[src/rtl/rec_pkg.sv]
package rec_pkg;
  typedef enum logic [1:0] {
    STEP_HOLD = 2'b00,
    STEP_UP   = 2'b01,
    STEP_DOWN = 2'b10
  } step_e;

  typedef enum logic {
    SEL_LIMIT = 1'b0,
    SEL_COUNT = 1'b1
  } wr_sel_e;
endpackage

[src/rtl/rec_rst_sync.sv]
module rec_rst_sync #(
  parameter int STAGES = 2
) (
  input  logic clk,
  input  logic rst_n,
  output logic rst_sn
);
  logic [STAGES-1:0] sync_q;

  always_ff @(posedge clk or negedge rst_n) begin
    if (!rst_n) sync_q <= '0;
    else        sync_q <= {sync_q[STAGES-2:0], 1'b1};
  end

  assign rst_sn = sync_q[STAGES-1];
endmodule

[src/rtl/rec_step_decode.sv]
module rec_step_decode
  import rec_pkg::*;
(
  input  logic  run,
  input  logic  cnt_up,
  input  logic  cnt_dn,
  output step_e step
);
  always_comb begin
    step = STEP_HOLD;
    if (run && cnt_up && !cnt_dn)      step = STEP_UP;
    else if (run && cnt_dn && !cnt_up) step = STEP_DOWN;
  end
endmodule

[src/rtl/rec_limit_regs.sv]
module rec_limit_regs #(
  parameter int W = 16
) (
  input  logic         clk,
  input  logic         rst_sn,
  input  logic         run,
  input  logic         wr_limit,
  input  logic [W-1:0] wr_data,
  input  logic         clr_evt,
  output logic [W-1:0] limit_q,
  output logic [W-1:0] shadow_q
);
  logic [W-1:0] limit_d, shadow_d;
  logic         shadow_en;

  always_comb begin
    limit_d   = wr_limit ? wr_data : limit_q;
    shadow_en = !run || clr_evt;
    shadow_d  = limit_q;
  end

  always_ff @(posedge clk or negedge rst_sn) begin
    if (!rst_sn) begin
      limit_q  <= '1;
      shadow_q <= '1;
    end else begin
      if (wr_limit)  limit_q  <= limit_d;
      if (shadow_en) shadow_q <= shadow_d;
    end
  end


  shadow_hold_chk: assert property (@(posedge clk) disable iff (!rst_sn)
    (run && !clr_evt) |=> (shadow_q == $past(shadow_q)));


  shadow_take_chk: assert property (@(posedge clk) disable iff (!rst_sn)
    clr_evt |=> (shadow_q == $past(limit_q)));
endmodule

[src/rtl/rec_count_core.sv]
module rec_count_core
  import rec_pkg::*;
#(
  parameter int W = 16
) (
  input  logic         clk,
  input  logic         rst_sn,
  input  step_e        step,
  input  logic         cnt_wr,
  input  logic [W-1:0] wr_data,
  input  logic         match_clr_en,
  input  logic         reload_act,
  input  logic [W-1:0] limit_q,
  input  logic [W-1:0] shadow_q,
  output logic [W-1:0] count_q,
  output logic         match_q,
  output logic         under_q,
  output logic         clr_evt
);
  localparam logic [W-1:0] ONE = W'(1);

  logic [W-1:0] cnt_d;
  logic         cnt_en, at_lim, at_zero, under_d, match_d;

  always_comb begin
    cnt_d   = count_q;
    clr_evt = 1'b0;
    under_d = 1'b0;
    at_lim  = (count_q == shadow_q);
    at_zero = (count_q == '0);
    cnt_en  = cnt_wr || (step != STEP_HOLD);
    if (cnt_wr) begin
      cnt_d = wr_data;
    end else begin
      case (step)
        STEP_UP: begin
          if (at_lim && match_clr_en) begin
            cnt_d   = '0;
            clr_evt = 1'b1;
          end else begin
            cnt_d = count_q + ONE;
          end
        end
        STEP_DOWN: begin
          if (at_zero) begin
            under_d = 1'b1;
            cnt_d   = reload_act ? limit_q : '1;
          end else begin
            cnt_d = count_q - ONE;
          end
        end
        default: cnt_d = count_q;
      endcase
    end
    match_d = !cnt_wr && (step != STEP_HOLD) && (cnt_d == shadow_q);
  end

  always_ff @(posedge clk or negedge rst_sn) begin
    if (!rst_sn) begin
      count_q <= '0;
      match_q <= 1'b0;
      under_q <= 1'b0;
    end else begin
      if (cnt_en) count_q <= cnt_d;
      match_q <= match_d;
      under_q <= under_d;
    end
  end


  clear_at_limit_chk: assert property (@(posedge clk) disable iff (!rst_sn)
    (!cnt_wr && step == STEP_UP && count_q == shadow_q && match_clr_en) |=> (count_q == '0));


  reload_on_under_chk: assert property (@(posedge clk) disable iff (!rst_sn)
    (!cnt_wr && step == STEP_DOWN && count_q == '0 && reload_act) |=> (count_q == $past(limit_q)));


  wrap_on_under_chk: assert property (@(posedge clk) disable iff (!rst_sn)
    (!cnt_wr && step == STEP_DOWN && count_q == '0 && !reload_act) |=> (count_q == '1));


  hold_idle_chk: assert property (@(posedge clk) disable iff (!rst_sn)
    (!cnt_wr && step == STEP_HOLD) |=> $stable(count_q));


  under_flag_chk: assert property (@(posedge clk) disable iff (!rst_sn)
    under_q |-> ($past(count_q) == '0));


  count_write_chk: assert property (@(posedge clk) disable iff (!rst_sn)
    cnt_wr |=> (count_q == $past(wr_data)) && !match_q && !under_q);
endmodule

[src/rtl/range_enc_counter.sv]
module range_enc_counter
  import rec_pkg::*;
#(
  parameter int W = 16
) (
  input  logic         clk,
  input  logic         rst_n,
  input  logic         run,
  input  logic         cnt_up,
  input  logic         cnt_dn,
  input  logic         match_clr_en,
  input  logic         enc_mode,
  input  logic         reload_en,
  input  logic         wr_en,
  input  logic         wr_sel,
  input  logic [W-1:0] wr_data,
  output logic [W-1:0] count,
  output logic         match_pulse,
  output logic         under_pulse
);
  logic         rst_sn, clr_evt, wr_limit, cnt_wr, reload_act;
  logic [W-1:0] limit_q, shadow_q;
  step_e        step;

  assign wr_limit   = wr_en && (wr_sel_e'(wr_sel) == SEL_LIMIT);
  assign cnt_wr     = wr_en && (wr_sel_e'(wr_sel) == SEL_COUNT);
  assign reload_act = reload_en && enc_mode;

  rec_rst_sync #(.STAGES(2)) rst_i (
    .clk(clk), .rst_n(rst_n), .rst_sn(rst_sn)
  );

  rec_step_decode step_i (
    .run(run), .cnt_up(cnt_up), .cnt_dn(cnt_dn), .step(step)
  );

  rec_limit_regs #(.W(W)) lim_i (
    .clk(clk), .rst_sn(rst_sn), .run(run), .wr_limit(wr_limit),
    .wr_data(wr_data), .clr_evt(clr_evt), .limit_q(limit_q), .shadow_q(shadow_q)
  );

  rec_count_core #(.W(W)) core_i (
    .clk(clk), .rst_sn(rst_sn), .step(step), .cnt_wr(cnt_wr), .wr_data(wr_data),
    .match_clr_en(match_clr_en), .reload_act(reload_act), .limit_q(limit_q),
    .shadow_q(shadow_q), .count_q(count), .match_q(match_pulse),
    .under_q(under_pulse), .clr_evt(clr_evt)
  );


  single_step_chk: assert property (@(posedge clk) disable iff (!rst_sn)
    (run && cnt_up && !cnt_dn && !wr_en && !(match_clr_en && count == shadow_q))
      |=> (count == $past(count) + W'(1)));
endmodule

[config.mk]
export PLATFORM = sky130hd
export DESIGN_NAME = range_enc_counter
export DESIGN_NICKNAME = d
export VERILOG_FILES = /design/src/rtl/rec_pkg.sv /design/src/rtl/rec_rst_sync.sv /design/src/rtl/rec_step_decode.sv /design/src/rtl/rec_limit_regs.sv /design/src/rtl/rec_count_core.sv /design/src/rtl/range_enc_counter.sv
export SDC_FILE = /design/constraint.sdc
export NUM_CORES = 1
export LEC_CHECK = 0
export ABC_AREA = 1
export BUFFER_PORTS_ARGS = -buffer_cell sky130_fd_sc_hd__buf_2
export CAP_MARGIN = 0
export CELL_PAD_IN_SITES_DETAIL_PLACEMENT = 1
export CELL_PAD_IN_SITES_GLOBAL_PLACEMENT = 2
export CORE_MARGIN = 2
export CORE_UTILIZATION = 29
export CTS_CLUSTER_SIZE = 8
export DETAILED_ROUTE_END_ITERATION = 12
export GPL_TIMING_DRIVEN = 0
export PLACE_DENSITY_LB_ADDON = 0.3
export SLEW_MARGIN = 25
export SYNTH_ARGS = -nofsm -noshare
export SYNTH_HDL_FRONTEND = slang
export SYNTH_SLANG_ARGS = --single-unit
export TNS_END_PERCENT = 30
[constraint.sdc]
create_clock -name clk -period 1.41 [get_ports clk]
set_input_delay 0.282 -clock clk [delete_from_list [all_inputs] [get_ports clk]]
set_output_delay 0.282 -clock clk [all_outputs]
set_load 0.05 [all_outputs]
==> results of run 1 <==
## path summary, 6_finish.rpt
path                              startpoint                end  slack (ps)  cells past startpoint
hold reg to reg              rst_i.sync_q[0]    rst_i.sync_q[1]         350                      0
setup reg to reg           lim_i.shadow_q[5]     core_i.match_q        -890                     17
setup / recovery           lim_i.shadow_q[5]     core_i.match_q        -890                     17
min in group asynchronous              rst_n    rst_i.sync_q[1]         300                      2
max in group asynchronous    rst_i.sync_q[1]  core_i.count_q[5]         530                      0
hold / removal                   wr_data[11]  lim_i.limit_q[11]         210                      3
## Yosys cell counts, types with 6 or more instances
cell / number / share of area [%]
a21oi_1: 16 / 2.0
a22oi_1: 6 / 1.1
clkbuf_1: 6 / 0.56
dfrtp_1: 20 / 12
dfstp_2: 32 / 21
inv_1: 87 / 8.1
inv_2: 6 / 0.56
mux2_2: 7 / 1.9
nand2_1: 231 / 21
nand3_1: 55 / 6.8
nand4_1: 7 / 1.1
nor2_1: 71 / 6.6
nor2_2: 7 / 1.1
nor3_1: 10 / 1.2
o21ai_0: 30 / 3.7
o22ai_1: 8 / 1.2
## timing repair
action	4_1_cts	5_1_grt
setup endpoints to repair	44	39
hold buffers	1	0
pin swaps	30	49
cloned	4	0
hold endpoints to repair	2	0
gates resized for setup	81	124
setup buffers	32	28
## layout make-up
class | instances | area [um^2]
Buffer | 18 | 216
Clock buffer | 5 | 125
Clock inverter | 3 | 42.5
Fill cell | 1798 | 7830
Inverter | 97 | 387
Multi-Input combinational cell | 476 | 2770
Sequential cell | 52 | 1370
Tap cell | 180 | 225
Timing Repair Buffer | 105 | 817
## per-layer routing
metal	global-route usage [%]	up-vias	part of all wire, %
li1	-	2237	-
met1	33.2	2291	48
met2	38.2	72	48
met3	3.02	8	3.1
met4	4.24	0	0.92
met5	0	-	0
## metrics by stage
stage / util, % / hold slack [ps]
floorplan: - / -13.6
global placement: 33.5 / 66.7
detailed placement: 33.5 / 71.9
CTS: 39.5 / 210
global route: 43.2 / 214
finish: 43.2 / 213
## flip-flops by register name, indices dropped and copies added, names as in the netlist
signal / count
lim_i.limit_q: 16
lim_i.shadow_q: 16
core_i.count_q: 16
rst_i.sync_q: 2
core_i.under_q: 1
core_i.match_q: 1
## critical path, cell delays in order, from the launching register on
cell and delay, ps:
dfstp_2 560, inv_2 40, buf_4 120, buf_4 120, buf_4 120, buf_4 120
buf_4 120, buf_4 120, buf_4 120, buf_4 120, buf_4 120, buf_4 130
nand2_1 60, nand2_1 60, nand2_2 80, nor2_4 60, nand3_2 70, nor2_2 50
## cells by family after synthesis
logic type               after synthesis  synth area share [%]
XOR/XNOR                               5                  1.08
adder cells (fa/ha/maj)                3                 0.926
AND/OR/NAND/NOR                      396                  41.8
buffers and inverters                116                  12.0
other                                  1                0.0925
multiplexers                           7                  1.94
AO/OA/AOI/OAI                         64                  9.07
flip-flops                            52                  33.1
## power by group
| group | total, mW | switching [mW] | internal, mW |
|---|---|---|---|
| Sequential | 2.12 | 0.302 | 1.81 |
| Clock | 1.47 | 0.631 | 0.837 |
| Combinational | 2.84 | 1.76 | 1.08 |
| Total | 6.43 | 2.69 | 3.74 |
==> impl_metrics.py, run 1 <==
metrics = {
    "final_layout": {
        "final_cell_mix": "nand2_1, inv_1, nand2_2, nor2_1, buf_4",
        "final_common_cell": "nand2_1",
        "area_delta_synth_final_pct": 46.6,
        "nNetsFinal": 784,
        "stdcell_area_um2": 5940,
        "antenna_cells": 0,
        "drive_above_1_share_pct": 46.8,
        "final_cells": 936,
    },
    "timing": {
        "min_period_over_period_pct": 163,
        "fin_ws_ps": -891,
        "fin_tns_setup_ps": -19690,
        "setup_viol_count_final": 34,
        "worst_pin_slew_ps": 898,
        "max_freq_mhz": 435,
        "rsz0062_at_grt": "true",
        "slew_violations": 0,
        "fin_crit_ps": 2300,
        "hold_viol": 0,
        "slew_headroom_pct": 40.2,
        "fin_skew_ps": 5.40,
    },
    "route": {
        "dr.pass1.iters": 5,
        "antenna_left": 0,
        "drcViolationCount": 0,
        "routed_wl_um": 17100,
        "vias_per_cell": 4.92,
        "dr.first_iter.drc_count": 261,
        "wl_per_cell_um": 18.3,
        "num_vias": 4608,
    },
    "floorplanning": {
        "initial_core_util_pct": 29.4,
        "row_count": 43,
        "die_w_um": 122,
        "die_y_um": 122,
        "io_pins": 44,
        "dieArea_um2": 14900,
        "design.core.area_um2": 13800,
    },
    "global_route": {
        "grt_pass1_wl_um": 26000,
        "grt_use_total_pct": 23.3,
        "grt_overflow_total": 0,
        "grt_pass1_vias": 4598,
        "grt_max_degree": 51,
        "antenna_found_initial": 0,
    },
    "worst_setup_path": {
        "crit_arrival_ps": 2510,
        "path_max_fanout": 2,
        "start_kind": "flop",
        "worstSetupPathType": "flop to flop",
        "required_ps": 1620,
        "end_kind": "flop",
    },
    "clock_tree": {
        "h-tree-depth": 2,
        "clkLatencyLatePin_ps": 310,
        "path_clk_slew_ps": 70,
        "cts_inserted_buffers": 5,
        "cts_tree": "yes",
        "cts_buffer_depth": 2,
        "cts_root_buf": "clkbuf_16",
        "clock-sinks": 52,
    },
    "power": {
        "p_leak_nw": 2.86,
        "power_mw": 6.43,
        "powerDensity_nw_per_um2": 1080,
        "max-vdd-ir-drop_mv": 0.611,
    },
    "place": {
        "placedCellCount": 867,
        "place_ws_ps": -1500,
        "port_buffers": 43,
        "placed_area_um2": 4620,
        "hpwlAfterDp_um": 11900,
        "gp_congestion": 0.935,
    },
    "worst_hold_path": {
        "hp-class": "input pin to flop",
    },
    "outcome": {
        "outcome": "complete, but fails checks",
        "violations": "negative setup slack",
    },
    "synth": {
        "yosysWarnings": 0,
        "async_flop_share_pct": 100,
        "synth.distinct_cells": 37,
        "synth_seq_cells": 52,
        "syn_nets": 673,
        "synthFlopType": "dfstp_2",
        "syn_inst": 644,
        "synth_area_um2": 4060,
        "synth-edff-count": 0,
        "avgSynthCellArea_um2": 6.30,
        "ys_seq_area_share_pct": 33.1,
    },
    "run": {
        "cap_violations": 0,
    },
}
Power figures use the tool's default switching activity.
==> inputs of run 2 (changes only) <==
CORE_MARGIN = 4   (was 2)
CORE_UTILIZATION = 32   (was 29)
RECOVER_POWER = 100   (was not set)
clock period = 2.53 ns   (was 1.41 ns; I/O delays follow)
==> run 2 against run 1 <==
Net effect:
- the run now ends clean
- cell area shrank 17%
- combinational power is 57% lower
- non-clock buffer count down 41
- first-iteration DRC count fell by 11%
- via count decreased by 6.7%
- clock skew grew 2.5 ps
- core utilization fell by 2.6 points
- register-to-register slack better by 1100 ps
- sequential cell count is the same
- critical path type is now input pin to flop
- largest power group unchanged
==> impl_metrics.py, run 2 (same netlist as run 1, synthesis figures left out) <==
metrics = {
    "global_route": {
        "antenna_found_initial": 0,
        "grt_pass1_vias": 4307,
        "grt_max_degree": 51,
        "grt_util_met2_pct": 34.4,
        "use_met3_pct": 3.74,
        "grt.busiest_layer": "met2",
        "grt_pass1_wl_um": 24300,
        "grt_use_total_pct": 22.0,
        "grtUsageMet1_pct": 31.9,
        "grt_overflow_total": 0,
    },
    "floorplanning": {
        "dieArea_um2": 14500,
        "row_count": 40,
        "initial_core_util_pct": 33.2,
        "die_w_um": 121,
        "die_y_um": 121,
        "design.core.area_um2": 12200,
        "io_pins": 44,
    },
    "clock_tree": {
        "h-tree-depth": 2,
        "cts_root_buf": "clkbuf_16",
        "clkLatencyLatePin_ps": 310,
        "cts_buffer_depth": 2,
        "path_clk_slew_ps": 70,
        "cts_inserted_buffers": 5,
        "cts_tree": "yes",
        "clock-sinks": 52,
    },
    "route": {
        "antenna_left": 0,
        "wl_per_cell_um": 17.6,
        "num_vias": 4297,
        "dr.pass1.iters": 4,
        "routed_wl_um": 15500,
        "vias_per_cell": 4.87,
        "drcViolationCount": 0,
        "dr.first_iter.drc_count": 231,
    },
    "power": {
        "power_mw": 3.20,
        "clockPowerShare_pct": 26.2,
        "seqPwrFrac_pct": 35.9,
        "swShare_pct": 41.3,
        "comb_power_share_pct": 37.9,
        "powerDensity_nw_per_um2": 646,
        "p_leak_nw": 2.49,
        "max-vdd-ir-drop_mv": 0.331,
        "power.switching_mw": 1.32,
        "p_int_mw": 1.88,
    },
    "worst_setup_path": {
        "worst-path-buf-inv": 4,
        "worstSetupPathType": "input pin to flop",
        "crit_arrival_ps": 2650,
        "max_stage_delay_ps": 310,
        "start_kind": "input pin",
        "required_ps": 2770,
        "end_kind": "flop",
        "crit_family": "simple AND/OR/NAND/NOR gates",
        "r2r_cells": 16,
        "r2r_slack_ps": 160,
        "reg2reg_from": "core_i.count_q[0]",
        "r2r_end": "core_i.match_q",
        "path_max_fanout": 10,
        "cpMaxStageDelayCell": "nor3_1",
        "cp_common_cell": "nand2_1",
        "path_cells": "buf_2 -> nand2_1 -> nor2_4 -> buf_4 -> clkinv_2 -> nor3_1 -> nand2_1 -> nand2_1 -> nand2_1 -> nand2_1 -> nand2_1 -> inv_1 -> nand2_1 -> nor2_4 -> nand3_1 -> nor2_1",
    },
    "place": {
        "gp_congestion": 0.923,
        "hpwlAfterDp_um": 11500,
        "placed_area_um2": 4480,
        "placedCellCount": 855,
        "port_buffers": 43,
    },
    "timing": {
        "max_freq_mhz": 416,
        "setup_viol_count_final": 0,
        "fin_crit_ps": 2400,
        "slew_headroom_pct": 40.8,
        "hold_viol": 0,
        "min_period_over_period_pct": 95.0,
        "worst_pin_slew_ps": 888,
        "fin_tns_setup_ps": 0,
        "fin_skew_ps": 7.89,
        "slew_violations": 0,
    },
    "final_layout": {
        "drive_above_1_share_pct": 24.3,
        "final_cells": 883,
        "final_common_cell": "nand2_1",
        "stdcell_area_um2": 4950,
        "nNetsFinal": 743,
        "antenna_cells": 0,
        "reg.largest.list": "core_i.count_q: 16 flops, lim_i.limit_q: 16 flops, lim_i.shadow_q: 16 flops",
        "area_delta_synth_final_pct": 22.1,
        "final_cell_mix": "nand2_1, inv_1, nor2_1, nand3_1, buf_2",
    },
    "worst_hold_path": {
        "hp-class": "flop to async pin",
    },
    "run": {
        "cap_violations": 0,
    },
    "outcome": {
        "outcome": "finished clean",
    },
}
## run 2: cell count changes in the layout (fill, tap and decap cells not counted), moves of 13 or more
cell / previous run / this run
o21ai_0: 12 / 29
nand3_2: 14 / 1
inv_1: 70 / 84
buf_4: 51 / 24
o21ai_2: 15 / 1
nand2_1: 164 / 228
nand2_2: 59 / 5
nand3_1: 39 / 54
## run 2: final cells by class
cell class	instances	area [um^2]
repair buffers	63	360
plain buffers	19	138
multi-input cells	476	2330
inverters	97	379
flip-flops and latches	52	1350
clock inverters	2	38.8
well taps	168	210
fillers	1685	7260
clock buffers	6	139
## run 2: worst max-delay path by stage
stage,to,from,cells after the start
after floorplan,core_i.match_q,core_i.count_q[0],16
after global placement,core_i.match_q,run,15
after detailed placement,core_i.match_q,run,15
after CTS,core_i.match_q,core_i.count_q[0],18
after global routing,core_i.match_q,core_i.count_q[2],16
final,core_i.match_q,run,16
## run 2: power groups by stage
stage                     Sequential [mW]  Combinational (mW)  Clock (mW)
final                                1.15                1.21       0.838
after global routing                 1.17                1.34       0.902
after CTS                            1.14                1.12       0.872
after detailed placement             1.16                1.10           0
after global placement               1.15                1.09           0
after floorplan                      1.27               0.647           0
## run 2: repair_timing
item	4_1_cts	5_1_grt
gates resized for setup	6	44
hold endpoints to repair	2	0
pin swaps	1	9
hold buffers	1	0
endpoints found under the setup margin	17	15
gates cloned	0	0
buffers inserted	0	19
## run 2: metal layers
| layer | part of all wire, % | vias to the layer above |
|---|---|---|
| met2 | 46 | 64 |
| li1 | - | 2145 |
| met1 | 49 | 2078 |
| met5 | 0 | - |
| met4 | 1.3 | 0 |
| met3 | 3.9 | 10 |
## run 2: through the flow
step	setup slack (ps)	hold slack (ps)	util, %
after floorplan	196	210	-
after global placement	-603	291	36.7
after detailed placement	-623	294	36.7
after CTS	-99.0	377	38.4
after global routing	-12.6	389	40.5
final	125	370	40.5
